### src/rtl/vpw_rx_pkg.sv
package vpw_rx_pkg;

    typedef enum logic [2:0] {
        ST_SEEK,
        ST_IDLE,
        ST_SOF,
        ST_DATA,
        ST_BREAK
    } rx_state_e;

    typedef enum logic [2:0] {
        CL_GLITCH,
        CL_SHORT,
        CL_LONG,
        CL_DELIM,
        CL_OVER
    } span_class_e;

    // Interval limits in ticks
    typedef struct packed {
        logic [15:0] glitch;     // below: noise
        logic [15:0] split;      // below: short bit, at or above: long bit
        logic [15:0] long_end;   // below: long bit, at or above: delimiter
        logic [15:0] delim_end;  // last delimiter length
        logic [15:0] ifs;        // passive length that makes the bus idle
    } limits_t;

    function automatic limits_t scale_limits(limits_t b, int div);
        limits_t r;
        r.glitch    = 16'(int'(b.glitch) / div);
        r.split     = 16'(int'(b.split) / div);
        r.long_end  = 16'(int'(b.long_end) / div);
        r.delim_end = 16'(int'(b.delim_end) / div);
        r.ifs       = 16'(int'(b.ifs) / div);
        return r;
    endfunction

endpackage

### src/rtl/vpw_edge_sync.sv
module vpw_edge_sync #(
    parameter int STAGES = 2
) (
    input  logic clk,
    input  logic rst_n,
    input  logic bus_in,
    output logic level,
    output logic bus_edge
);
    logic [STAGES-1:0] chain;
    logic              level_q;

    for (genvar g = 0; g < STAGES; g++) begin : g_stage
        if (g == 0) begin : g_first
            always_ff @(posedge clk or negedge rst_n) begin
                if (!rst_n) chain[0] <= 1'b0;
                else        chain[0] <= bus_in;
            end
        end else begin : g_next
            always_ff @(posedge clk or negedge rst_n) begin
                if (!rst_n) chain[g] <= 1'b0;
                else        chain[g] <= chain[g-1];
            end
        end
    end

    always_ff @(posedge clk or negedge rst_n) begin
        if (!rst_n) level_q <= 1'b0;
        else        level_q <= chain[STAGES-1];
    end

    assign level    = level_q;
    assign bus_edge = chain[STAGES-1] ^ level_q;
endmodule

### src/rtl/vpw_span_timer.sv
module vpw_span_timer #(
    parameter int CW  = 9,
    parameter int SAT = 300
) (
    input  logic          clk,
    input  logic          rst_n,
    input  logic          tick_1x,
    input  logic          tick_4x,
    input  logic          fast,
    input  logic          bus_edge,
    output logic          tick,
    output logic [CW-1:0] count
);
    localparam logic [CW-1:0] SAT_V = CW'(SAT);

    assign tick = fast ? tick_4x : tick_1x;

    always_ff @(posedge clk or negedge rst_n) begin
        if (!rst_n)                       count <= '0;
        else if (bus_edge)                count <= '0;
        else if (tick && count != SAT_V)  count <= count + 1'b1;
    end
endmodule

### src/rtl/vpw_span_classifier.sv
module vpw_span_classifier
    import vpw_rx_pkg::*;
#(
    parameter int CW           = 9,
    parameter int GLITCH_US    = 34,
    parameter int SPLIT_US     = 96,
    parameter int LONG_END_US  = 163,
    parameter int DELIM_END_US = 239,
    parameter int IFS_US       = 300,
    parameter int FAST_DIV     = 4
) (
    input  logic          fast,
    input  logic          tick,
    input  logic [CW-1:0] count,
    output span_class_e   cls,
    output logic          eof_hit,
    output logic          brk_hit,
    output logic          ifs_hit
);
    localparam limits_t BASE_LIM = '{
        glitch:    16'(GLITCH_US),
        split:     16'(SPLIT_US),
        long_end:  16'(LONG_END_US),
        delim_end: 16'(DELIM_END_US),
        ifs:       16'(IFS_US)
    };
    localparam limits_t FAST_LIM = scale_limits(BASE_LIM, FAST_DIV);

    limits_t     lim;
    logic [15:0] dur;

    assign lim = fast ? FAST_LIM : BASE_LIM;
    assign dur = 16'(count) + 16'(tick);

    always_comb begin
        if (dur < lim.glitch)          cls = CL_GLITCH;
        else if (dur < lim.split)      cls = CL_SHORT;
        else if (dur < lim.long_end)   cls = CL_LONG;
        else if (dur <= lim.delim_end) cls = CL_DELIM;
        else                           cls = CL_OVER;
    end

    // Limit crossings while a level is still held
    assign eof_hit = tick && (dur == lim.long_end);
    assign brk_hit = tick && (dur == lim.delim_end + 16'd1);
    assign ifs_hit = tick && (dur == lim.ifs);
endmodule

### src/rtl/vpw_symbol_rx.sv
module vpw_symbol_rx
    import vpw_rx_pkg::*;
#(
    parameter int SYNC_STAGES  = 2,
    parameter int GLITCH_US    = 34,
    parameter int SPLIT_US     = 96,
    parameter int LONG_END_US  = 163,
    parameter int DELIM_END_US = 239,
    parameter int IFS_US       = 300,
    parameter int FAST_DIV     = 4
) (
    input  logic clk,
    input  logic rst_n,
    input  logic tick_1x,
    input  logic tick_4x,
    input  logic bus_in,
    input  logic tx_active,
    input  logic fast_set,
    input  logic fast_clr,
    output logic bit_valid,
    output logic bit_value,
    output logic frame_start,
    output logic frame_end,
    output logic idle_bus,
    output logic break_det,
    output logic invalid_sym,
    output logic tx_error,
    output logic fast_mode
);
    localparam int CW = $clog2(IFS_US + 1);

    rx_state_e     st, nxt;
    span_class_e   cls;
    logic          level, bus_edge, tick;
    logic [CW-1:0] count;
    logic          eof_hit, brk_hit, ifs_hit;
    logic          fast_q;
    logic          n_bitv, n_bitval, n_sof, n_eof, n_brk, n_inv;

    vpw_edge_sync #(.STAGES(SYNC_STAGES)) u_sync (
        .clk      (clk),
        .rst_n    (rst_n),
        .bus_in   (bus_in),
        .level    (level),
        .bus_edge (bus_edge)
    );

    vpw_span_timer #(.CW(CW), .SAT(IFS_US)) u_timer (
        .clk      (clk),
        .rst_n    (rst_n),
        .tick_1x  (tick_1x),
        .tick_4x  (tick_4x),
        .fast     (fast_q),
        .bus_edge (bus_edge),
        .tick     (tick),
        .count    (count)
    );

    vpw_span_classifier #(
        .CW(CW), .GLITCH_US(GLITCH_US), .SPLIT_US(SPLIT_US),
        .LONG_END_US(LONG_END_US), .DELIM_END_US(DELIM_END_US),
        .IFS_US(IFS_US), .FAST_DIV(FAST_DIV)
    ) u_class (
        .fast    (fast_q),
        .tick    (tick),
        .count   (count),
        .cls     (cls),
        .eof_hit (eof_hit),
        .brk_hit (brk_hit),
        .ifs_hit (ifs_hit)
    );

    // State register
    always_ff @(posedge clk or negedge rst_n) begin
        if (!rst_n) st <= ST_SEEK;
        else        st <= nxt;
    end

    // Next state and event decode
    always_comb begin
        nxt      = st;
        n_bitv   = 1'b0;
        n_bitval = 1'b0;
        n_sof    = 1'b0;
        n_eof    = 1'b0;
        n_brk    = 1'b0;
        n_inv    = 1'b0;
        unique case (st)
            ST_SEEK: begin
                if (!level && ifs_hit) begin
                    nxt = bus_edge ? ST_SOF : ST_IDLE;          // ifs_done
                end else if (level && brk_hit) begin
                    n_brk = 1'b1;
                    nxt   = bus_edge ? ST_SEEK : ST_BREAK;      // break
                end
            end
            ST_IDLE: begin
                if (bus_edge) nxt = ST_SOF;                     // rise
            end
            ST_SOF: begin
                if (brk_hit) begin
                    n_brk = 1'b1;
                    nxt   = bus_edge ? ST_SEEK : ST_BREAK;      // break
                end else if (bus_edge) begin
                    unique case (cls)
                        CL_GLITCH: nxt = ST_IDLE;               // sof_glitch
                        CL_DELIM: begin
                            n_sof = 1'b1;
                            nxt   = ST_DATA;                    // sof_ok
                        end
                        default: begin
                            n_inv = 1'b1;
                            nxt   = ST_SEEK;                    // sof_bad
                        end
                    endcase
                end
            end
            ST_DATA: begin
                if (level && brk_hit) begin
                    n_brk = 1'b1;
                    n_inv = 1'b1;
                    nxt   = bus_edge ? ST_SEEK : ST_BREAK;      // break_in_frame
                end else if (!level && eof_hit) begin
                    n_eof = 1'b1;
                    nxt   = ST_SEEK;                            // eof
                end else if (bus_edge) begin
                    unique case (cls)
                        CL_GLITCH: nxt = ST_DATA;
                        CL_SHORT: begin
                            n_bitv   = 1'b1;
                            n_bitval = ~level;
                        end
                        CL_LONG: begin
                            n_bitv   = 1'b1;
                            n_bitval = level;
                        end
                        default: begin
                            n_inv = 1'b1;
                            nxt   = ST_SEEK;                    // bad_symbol
                        end
                    endcase
                end
            end
            ST_BREAK: begin
                if (bus_edge) nxt = ST_SEEK;                    // release
            end
            default: nxt = ST_SEEK;
        endcase
    end

    // Registered outputs
    always_ff @(posedge clk or negedge rst_n) begin
        if (!rst_n) begin
            bit_valid   <= 1'b0;
            bit_value   <= 1'b0;
            frame_start <= 1'b0;
            frame_end   <= 1'b0;
            idle_bus    <= 1'b0;
            break_det   <= 1'b0;
            invalid_sym <= 1'b0;
            tx_error    <= 1'b0;
            fast_q      <= 1'b0;
        end else begin
            bit_valid   <= n_bitv;
            bit_value   <= n_bitval;
            frame_start <= n_sof;
            frame_end   <= n_eof;
            idle_bus    <= (nxt == ST_IDLE);
            break_det   <= n_brk;
            invalid_sym <= n_inv;
            tx_error    <= n_brk & tx_active;
            if (n_brk)         fast_q <= 1'b0;
            else if (fast_set) fast_q <= 1'b1;
            else if (fast_clr) fast_q <= 1'b0;
        end
    end

    assign fast_mode = fast_q;
endmodule

### config.mk
export PLATFORM = sky130hd
export DESIGN_NAME = vpw_symbol_rx
export DESIGN_NICKNAME = d
export VERILOG_FILES = /design/src/rtl/vpw_rx_pkg.sv /design/src/rtl/vpw_edge_sync.sv /design/src/rtl/vpw_span_timer.sv /design/src/rtl/vpw_span_classifier.sv /design/src/rtl/vpw_symbol_rx.sv
export SDC_FILE = /design/constraint.sdc
export NUM_CORES = 1
export LEC_CHECK = 0
export CAP_MARGIN = 0
export CORE_MARGIN = 2
export CORE_UTILIZATION = 57
export CTS_CLUSTER_DIAMETER = 50
export DETAILED_ROUTE_END_ITERATION = 7
export GPL_ROUTABILITY_DRIVEN = 0
export GPL_TIMING_DRIVEN = 0
export PLACE_DENSITY = 0.88
export RECOVER_POWER = 50
export SYNTH_ARGS = -nofsm -noshare
export SYNTH_HDL_FRONTEND = slang
export SYNTH_HIERARCHICAL = 1
export SYNTH_SLANG_ARGS = --single-unit
export TNS_END_PERCENT = 100
### constraint.sdc
create_clock -name clk -period 4.6 [get_ports clk]
set_input_delay 0.46 -clock clk [delete_from_list [all_inputs] [get_ports clk]]
set_output_delay 0.46 -clock clk [all_outputs]
set_load 0.02 [all_outputs]
==> flow_metrics.env, run 1 <==
export IMPL_drc_errors=0
export IMPL_period_share_pct=92.88
export IMPL_clockBufferDepth=2
export IMPL_outcome="complete, no violations"
export IMPL_insertion_delay_ps=320
export IMPL_timing_rr_end="st[0]$_DFF_PN0_"
export IMPL_port_buffers=16
export IMPL_drt_iter0_markers=60
export IMPL_stdcell_count=269
export IMPL_fin_skew_ps=6.790
export IMPL_cp_start_kind="input port"
export IMPL_clockRootBuffer="clkbuf_4"
export IMPL_critPathKind="input port to flop"
export IMPL_chipHeight_um=60.86
export IMPL_hold_violations=0
export IMPL_dp_cells=262
export IMPL_clock_sinks=24
export IMPL_worst_pin_slew_ps=1079
export IMPL_top_regs="u_timer/count: 9 flops, st: 3 flops, u_sync/chain: 2 flops"
export IMPL_syn_area_per_cell_sq_um=9.124
export IMPL_synth_edf_count=0
export IMPL_synth_nets=225
export IMPL_vdd_drop_max_v=0.0001649
export IMPL_first_pass_iters=4
export IMPL_p_per_area_mw_per_mm2=261.6
export IMPL_dp_hpwl_um=2887
export IMPL_reg2reg_depth=16
export IMPL_grt_pass1_vias=1440
export IMPL_postSynth_asyncResetShare_pct=100.0
export IMPL_ioPinCount=17
export IMPL_hold_path_depth=0
export IMPL_drive_above_1_share_pct=13.78
export IMPL_ys_seq_area_share_pct=32.59
export IMPL_antennaDiodeCount=0
export IMPL_core_area_sq_mm=0.003053
export IMPL_grt_overflow_total=0
export IMPL_synth_ff_type="dfrtp_1"
export IMPL_post_route_min_period_ps=4272
export IMPL_final_antenna_net_count=0
export IMPL_cts_clk_slew_worst_paths_ps=130
export IMPL_wl_per_cell_um=14.10
export IMPL_grt_use_total_pct=22.59
export IMPL_cp_arrival_ps=4440
export IMPL_grt_pass1_wl_um=6237
export IMPL_maxCapViolCount=0
export IMPL_placementRows=20
export IMPL_cts_tree="built"
export IMPL_initial_core_util_pct=60.37
export IMPL_top_register="u_timer/count"
export IMPL_final_common_cell="dfrtp_1"
export IMPL_finalSetupViolCount=0
export IMPL_rsz0062_at_grt="false"
export IMPL_syn_area_sq_mm=0.001843
export IMPL_hold_path_class="flop to flop"
export IMPL_maxSlewViolCount=0
export IMPL_end_kind="flop"
export IMPL_slew_headroom_pct=27.84
export IMPL_cts_buffers=3
export IMPL_ys_types=56
export IMPL_p_leak_nw=0.9003
export IMPL_vias=1568
export IMPL_max_freq_mhz=234.1
export IMPL_synth_seq_cells=24
export IMPL_syn_to_final_growth_pct=16.29
export IMPL_fin_tns_setup_ps=0
export IMPL_grt_max_degree=25
export IMPL_path_max_fanout=6
export IMPL_die_w_um=60.86
export IMPL_die_area_sq_mm=0.003704
export IMPL_hold_end="u_sync/chain[1]$_DFF_PN0_"
export IMPL_reg2reg_from="fast_mode$_DFFE_PN0P_"
export IMPL_r2r_setup_slack_ps=380
export IMPL_total_power_mw=0.5606
export IMPL_ys_warn_count=6
export IMPL_final_cell_mix="dfrtp_1, nor2_1, nand2_1, ha_1"
export IMPL_cp_required_ps=4770
export IMPL_min_from="u_sync/chain[0]$_DFF_PN0_"
export IMPL_synthCells=202
export IMPL_via_per_inst=5.829
export IMPL_utilization_pct=70.20
export IMPL_nets=249
export IMPL_antenna_found_initial=0
export IMPL_largest_reg_flops=9
export IMPL_h_tree_depth=1
export IMPL_routed_wl_um=3793
-- logic make-up (layout without fill, tap and decap cells) --
logic type	Yosys count	after routing	synth area share (%)
AOI/OAI and AO/OA	38	38	15.55
xor gates and xnor gates	15	15	7.129
adders and majority gates	17	17	11.34
buffers and inverters	19	42	4.005
DFF	24	24	32.59
muxes	3	3	1.901
and+or+nand+nor	86	86	27.50
-- cells in the mapped netlist (2+ instances only) --
cell,instances,area share [%]
inv_1,14,2.9
a211oi_1,2,0.81
xor2_1,6,2.9
o21a_1,3,1.2
o21ai_0,5,1.4
and2_1,3,1.0
a31oi_1,2,0.68
dfrtp_1,24,33
nor2_1,19,3.9
a21oi_1,9,2.4
xnor2_1,9,4.3
or3_1,3,1.0
nand4_1,6,2.0
a32oi_1,2,0.95
nor2b_1,5,1.7
o211ai_1,2,0.81
inv_2,2,0.41
nor3_1,5,1.4
ha_1,15,10
nand2_1,15,3.1
nand3_1,10,2.7
nand3b_1,4,1.6
nand2b_1,2,0.68
nor4b_2,2,1.6
o22ai_1,2,0.68
-- where the power goes --
part	switching (mW)	leakage, nW	internal, mW
sequential	0.0225	0.322	0.228
clock	0.0641	0.0279	0.0882
combinational	0.0865	0.550	0.0718
total	0.173	0.900	0.387
-- metal layers --
layer | global-route usage, % | share of wire [%]
met1 | 28.27 | 45
met2 | 38.71 | 51
met3 | 4.051 | 3.1
met4 | 8.696 | 0.55
met5 | 0 | 0
-- what timing repair did --
action,in CTS,in global routing
endpoints found under the setup margin,2,2
pin swaps,0,0
gates resized for setup,2,0
hold buffers,0,0
setup buffers,0,3
-- per-stage QoR --
stage          setup WS [ps]  hold slack (ps)  instance area (sq um)
2_1_floorplan          377.8            164.4                   1843
3_3_place_gp          -213.1            332.2                   2058
3_5_place_dp          -277.2            340.3                   2058
4_1_cts                88.17            370.9                   2121
5_1_grt                78.32            383.4                   2143
6_report               327.6            367.9                   2143
-- critical path: stages --
cell             delay [ps]
clkdlybuf4s50_1         500
mux2i_4                  90
inv_1                   150
ha_1                    240
nand3_4                 120
xnor2_1                 260
ha_1                    330
maj3_1                  360
o22ai_1                 250
nand3b_1                170
a221o_2                 350
a21oi_1                 150
and2_1                  250
nand2_1                 140
a32o_2                  290
o21ai_1                 150
o221ai_1                160
-- worst max-delay path by stage --
stage	slack [ps]	cells after the start	startpoint	end
2_1_floorplan	380	16	fast_mode$_DFFE_PN0P_	st[0]$_DFF_PN0_
3_3_place_gp	-210	17	tick_4x	st[0]$_DFF_PN0_
3_5_place_dp	-280	17	tick_4x	st[0]$_DFF_PN0_
4_1_cts	90	16	fast_mode$_DFFE_PN0P_	st[0]$_DFF_PN0_
5_1_grt	80	17	tick_4x	st[0]$_DFF_PN0_
6_report	330	17	tick_4x	st[0]$_DFF_PN0_
-- final cells by class --
class                   count  area [sq um]
fillers                   230         909.6
well taps                  44         55.05
multi-input cells         159          1177
inverters                  16         60.06
flip-flops and latches     24         601.8
clock inverters             1         30.03
clock buffers               3         22.52
plain buffers               3         13.76
repair buffers             19         182.7
(Power assumes the default switching activity.)
==> run 2: changes to the inputs <==
Settings changed: CORE_UTILIZATION 57 to 54, CTS_BUF_LIST from default to sky130_fd_sc_hd__clkbuf_8.
Clock period 4.6 ns to 3.85 ns, I/O delays scaled along.
==> run 2 against run 1 <==
Sequential share of layout area is 2.4 points lower. Non-clock buffer count is 11 higher. Core utilization is 0.54 points higher. Critical endpoint is now invalid_sym$_DFF_PN0_. Worst hold slack worse by 8.9 ps. Largest power group unchanged. Clock power is 12% higher. First-iteration DRC count is 140% higher. Critical path depth stayed put.
==> flow_metrics.env, run 2 (synthesis results as in run 1) <==
export IMPL_outcome="complete, no violations"
export IMPL_hold_violations=0
export IMPL_grt_use_total_pct=21.11
export IMPL_period_share_pct=97.66
export IMPL_postPlaceCellArea_sq_mm=0.002076
export IMPL_worst_pin_slew_ps=1102
export IMPL_cts_buffers=3
export IMPL_ioPinCount=17
export IMPL_drc_errors=0
export IMPL_dp_hpwl_um=2798
export IMPL_drive_above_1_share_pct=24.58
export IMPL_initial_core_util_pct=55.67
export IMPL_dp_worst_setup_slack_ps=-616.7
export IMPL_top_regs="u_timer/count: 9 flops, st: 3 flops, u_sync/chain: 2 flops"
export IMPL_dp_cells=264
export IMPL_first_pass_iters=4
export IMPL_max_freq_mhz=266.0
export IMPL_vdd_drop_max_v=0.0002756
export IMPL_stdcell_count=282
export IMPL_cp_start_kind="input port"
export IMPL_final_common_cell="dfrtp_1"
export IMPL_critPathKind="input port to flop"
export IMPL_hold_path_class="flop to flop"
export IMPL_cts_clk_slew_worst_paths_ps=80
export IMPL_grt_overflow_total=0
export IMPL_largest_reg_flops=9
export IMPL_cts_tree="built"
export IMPL_cp_arrival_ps=3950
export IMPL_chipHeight_um=62.42
export IMPL_final_seq_area_sq_um=601.8
export IMPL_nets=260
export IMPL_cp_required_ps=4040
export IMPL_finalSetupViolCount=0
export IMPL_fin_area_sq_mm=0.002342
export IMPL_maxSlewViolCount=0
export IMPL_clockRootBuffer="clkbuf_8"
export IMPL_final_cell_mix="dfrtp_1, nor2_1, nand2_1, buf_4, inv_1"
export IMPL_port_buffers=16
export IMPL_grt_max_degree=25
export IMPL_die_area_sq_mm=0.003896
export IMPL_insertion_delay_ps=270
export IMPL_h_tree_depth=1
export IMPL_grt_pass1_wl_um=6630
export IMPL_end_kind="flop"
export IMPL_placementRows=21
export IMPL_final_antenna_net_count=0
export IMPL_multi_input_area_sq_mm=0.001286
export IMPL_routed_wl_um=4230
export IMPL_grt_pass1_vias=1492
export IMPL_clock_sinks=24
export IMPL_p_leak_nw=0.9900
export IMPL_vias=1647
export IMPL_die_w_um=62.42
export IMPL_core_area_sq_mm=0.003311
export IMPL_path_max_fanout=6
export IMPL_slew_headroom_pct=26.26
export IMPL_fin_skew_ps=4.697
export IMPL_num_fill_cells=246
export IMPL_via_per_inst=5.840
export IMPL_antenna_found_initial=0
export IMPL_drt_iter0_markers=143
export IMPL_post_route_min_period_ps=3760
export IMPL_antennaDiodeCount=0
export IMPL_top_register="u_timer/count"
export IMPL_clockBufferDepth=2
export IMPL_maxCapViolCount=0
export IMPL_p_per_area_mw_per_mm2=291.3
export IMPL_finalHoldWorstSlack_ps=359.0
export IMPL_wl_per_cell_um=15.00
export IMPL_syn_to_final_growth_pct=27.09
export IMPL_fin_ws_ps=89.91
-- run 2: worst max-delay path, stage by stage --
cell             delay (ps)
clkdlybuf4s50_1         500
mux2i_4                  80
inv_2                    90
ha_4                    160
nand3_4                 120
xnor2_4                 200
ha_4                    240
maj3_1                  380
o22ai_2                 220
nand3b_1                150
a221o_2                 370
a21oi_2                 180
and2_4                  190
buf_4                   110
xor2_1                  280
o21ai_0                 130
o22ai_1                 150
-- run 2: layer usage --
| layer | up-vias | track usage [%] | wire [um] |
|---|---|---|---|
| met5 | - | 0 | 0 |
| met4 | 0 | 5.000 | 31 |
| met3 | 4 | 3.964 | 176 |
| met2 | 43 | 38.58 | 2256 |
| met1 | 803 | 25.58 | 1767 |
| li1 | 797 | - | - |
-- run 2: metrics by stage --
stage / total power, mW / util [%] / setup TNS [ps]
CTS: 0.6706 / 67.57 / 0
floorplan: 0.4325 / - / 0
global placement: 0.4801 / 62.70 / -2281
global route: 0.7243 / 70.75 / -11.57
finish: 0.6822 / 70.75 / 0
detailed placement: 0.4897 / 62.70 / -2923
-- run 2: worst paths after layout --
path | startpoint | endpoint | slack [ps] | cells past startpoint
setup / recovery | tick_1x | invalid_sym$_DFF_PN0_ | 90 | 17
hold / removal | u_sync/chain[0]$_DFF_PN0_ | u_sync/chain[1]$_DFF_PN0_ | 360 | 0
setup reg to reg | fast_mode$_DFFE_PN0P_ | invalid_sym$_DFF_PN0_ | 130 | 16
hold reg to reg | u_sync/chain[0]$_DFF_PN0_ | u_sync/chain[1]$_DFF_PN0_ | 360 | 0
max in group asynchronous | rst_n | fast_mode$_DFFE_PN0P_ | 2340 | 1
min in group asynchronous | rst_n | frame_end$_DFF_PN0_ | 770 | 1
-- run 2: area by class of cell --
type                    count  area share (%)
plain buffers               3          0.5876
multi-input cells         159           54.91
repair buffers             30           11.43
clock buffers               4           2.350
well taps                  46           2.457
flip-flops and latches     24           25.69
inverters                  16           2.564
-- run 2: report_power, final --
part           leakage [nW]  switching (mW)  internal, mW  total, mW
registers             0.322          0.0271         0.272      0.299
logic                 0.639           0.114        0.0986      0.213
clock network        0.0288          0.0790        0.0913      0.170
-- run 2: repair_timing --
item,CTS,global route
endpoints found under the setup margin,7,6
pin swaps,3,4
gates resized for setup,8,8
setup buffers,7,7
hold buffers,0,0
endpoints found under the hold margin,0,0
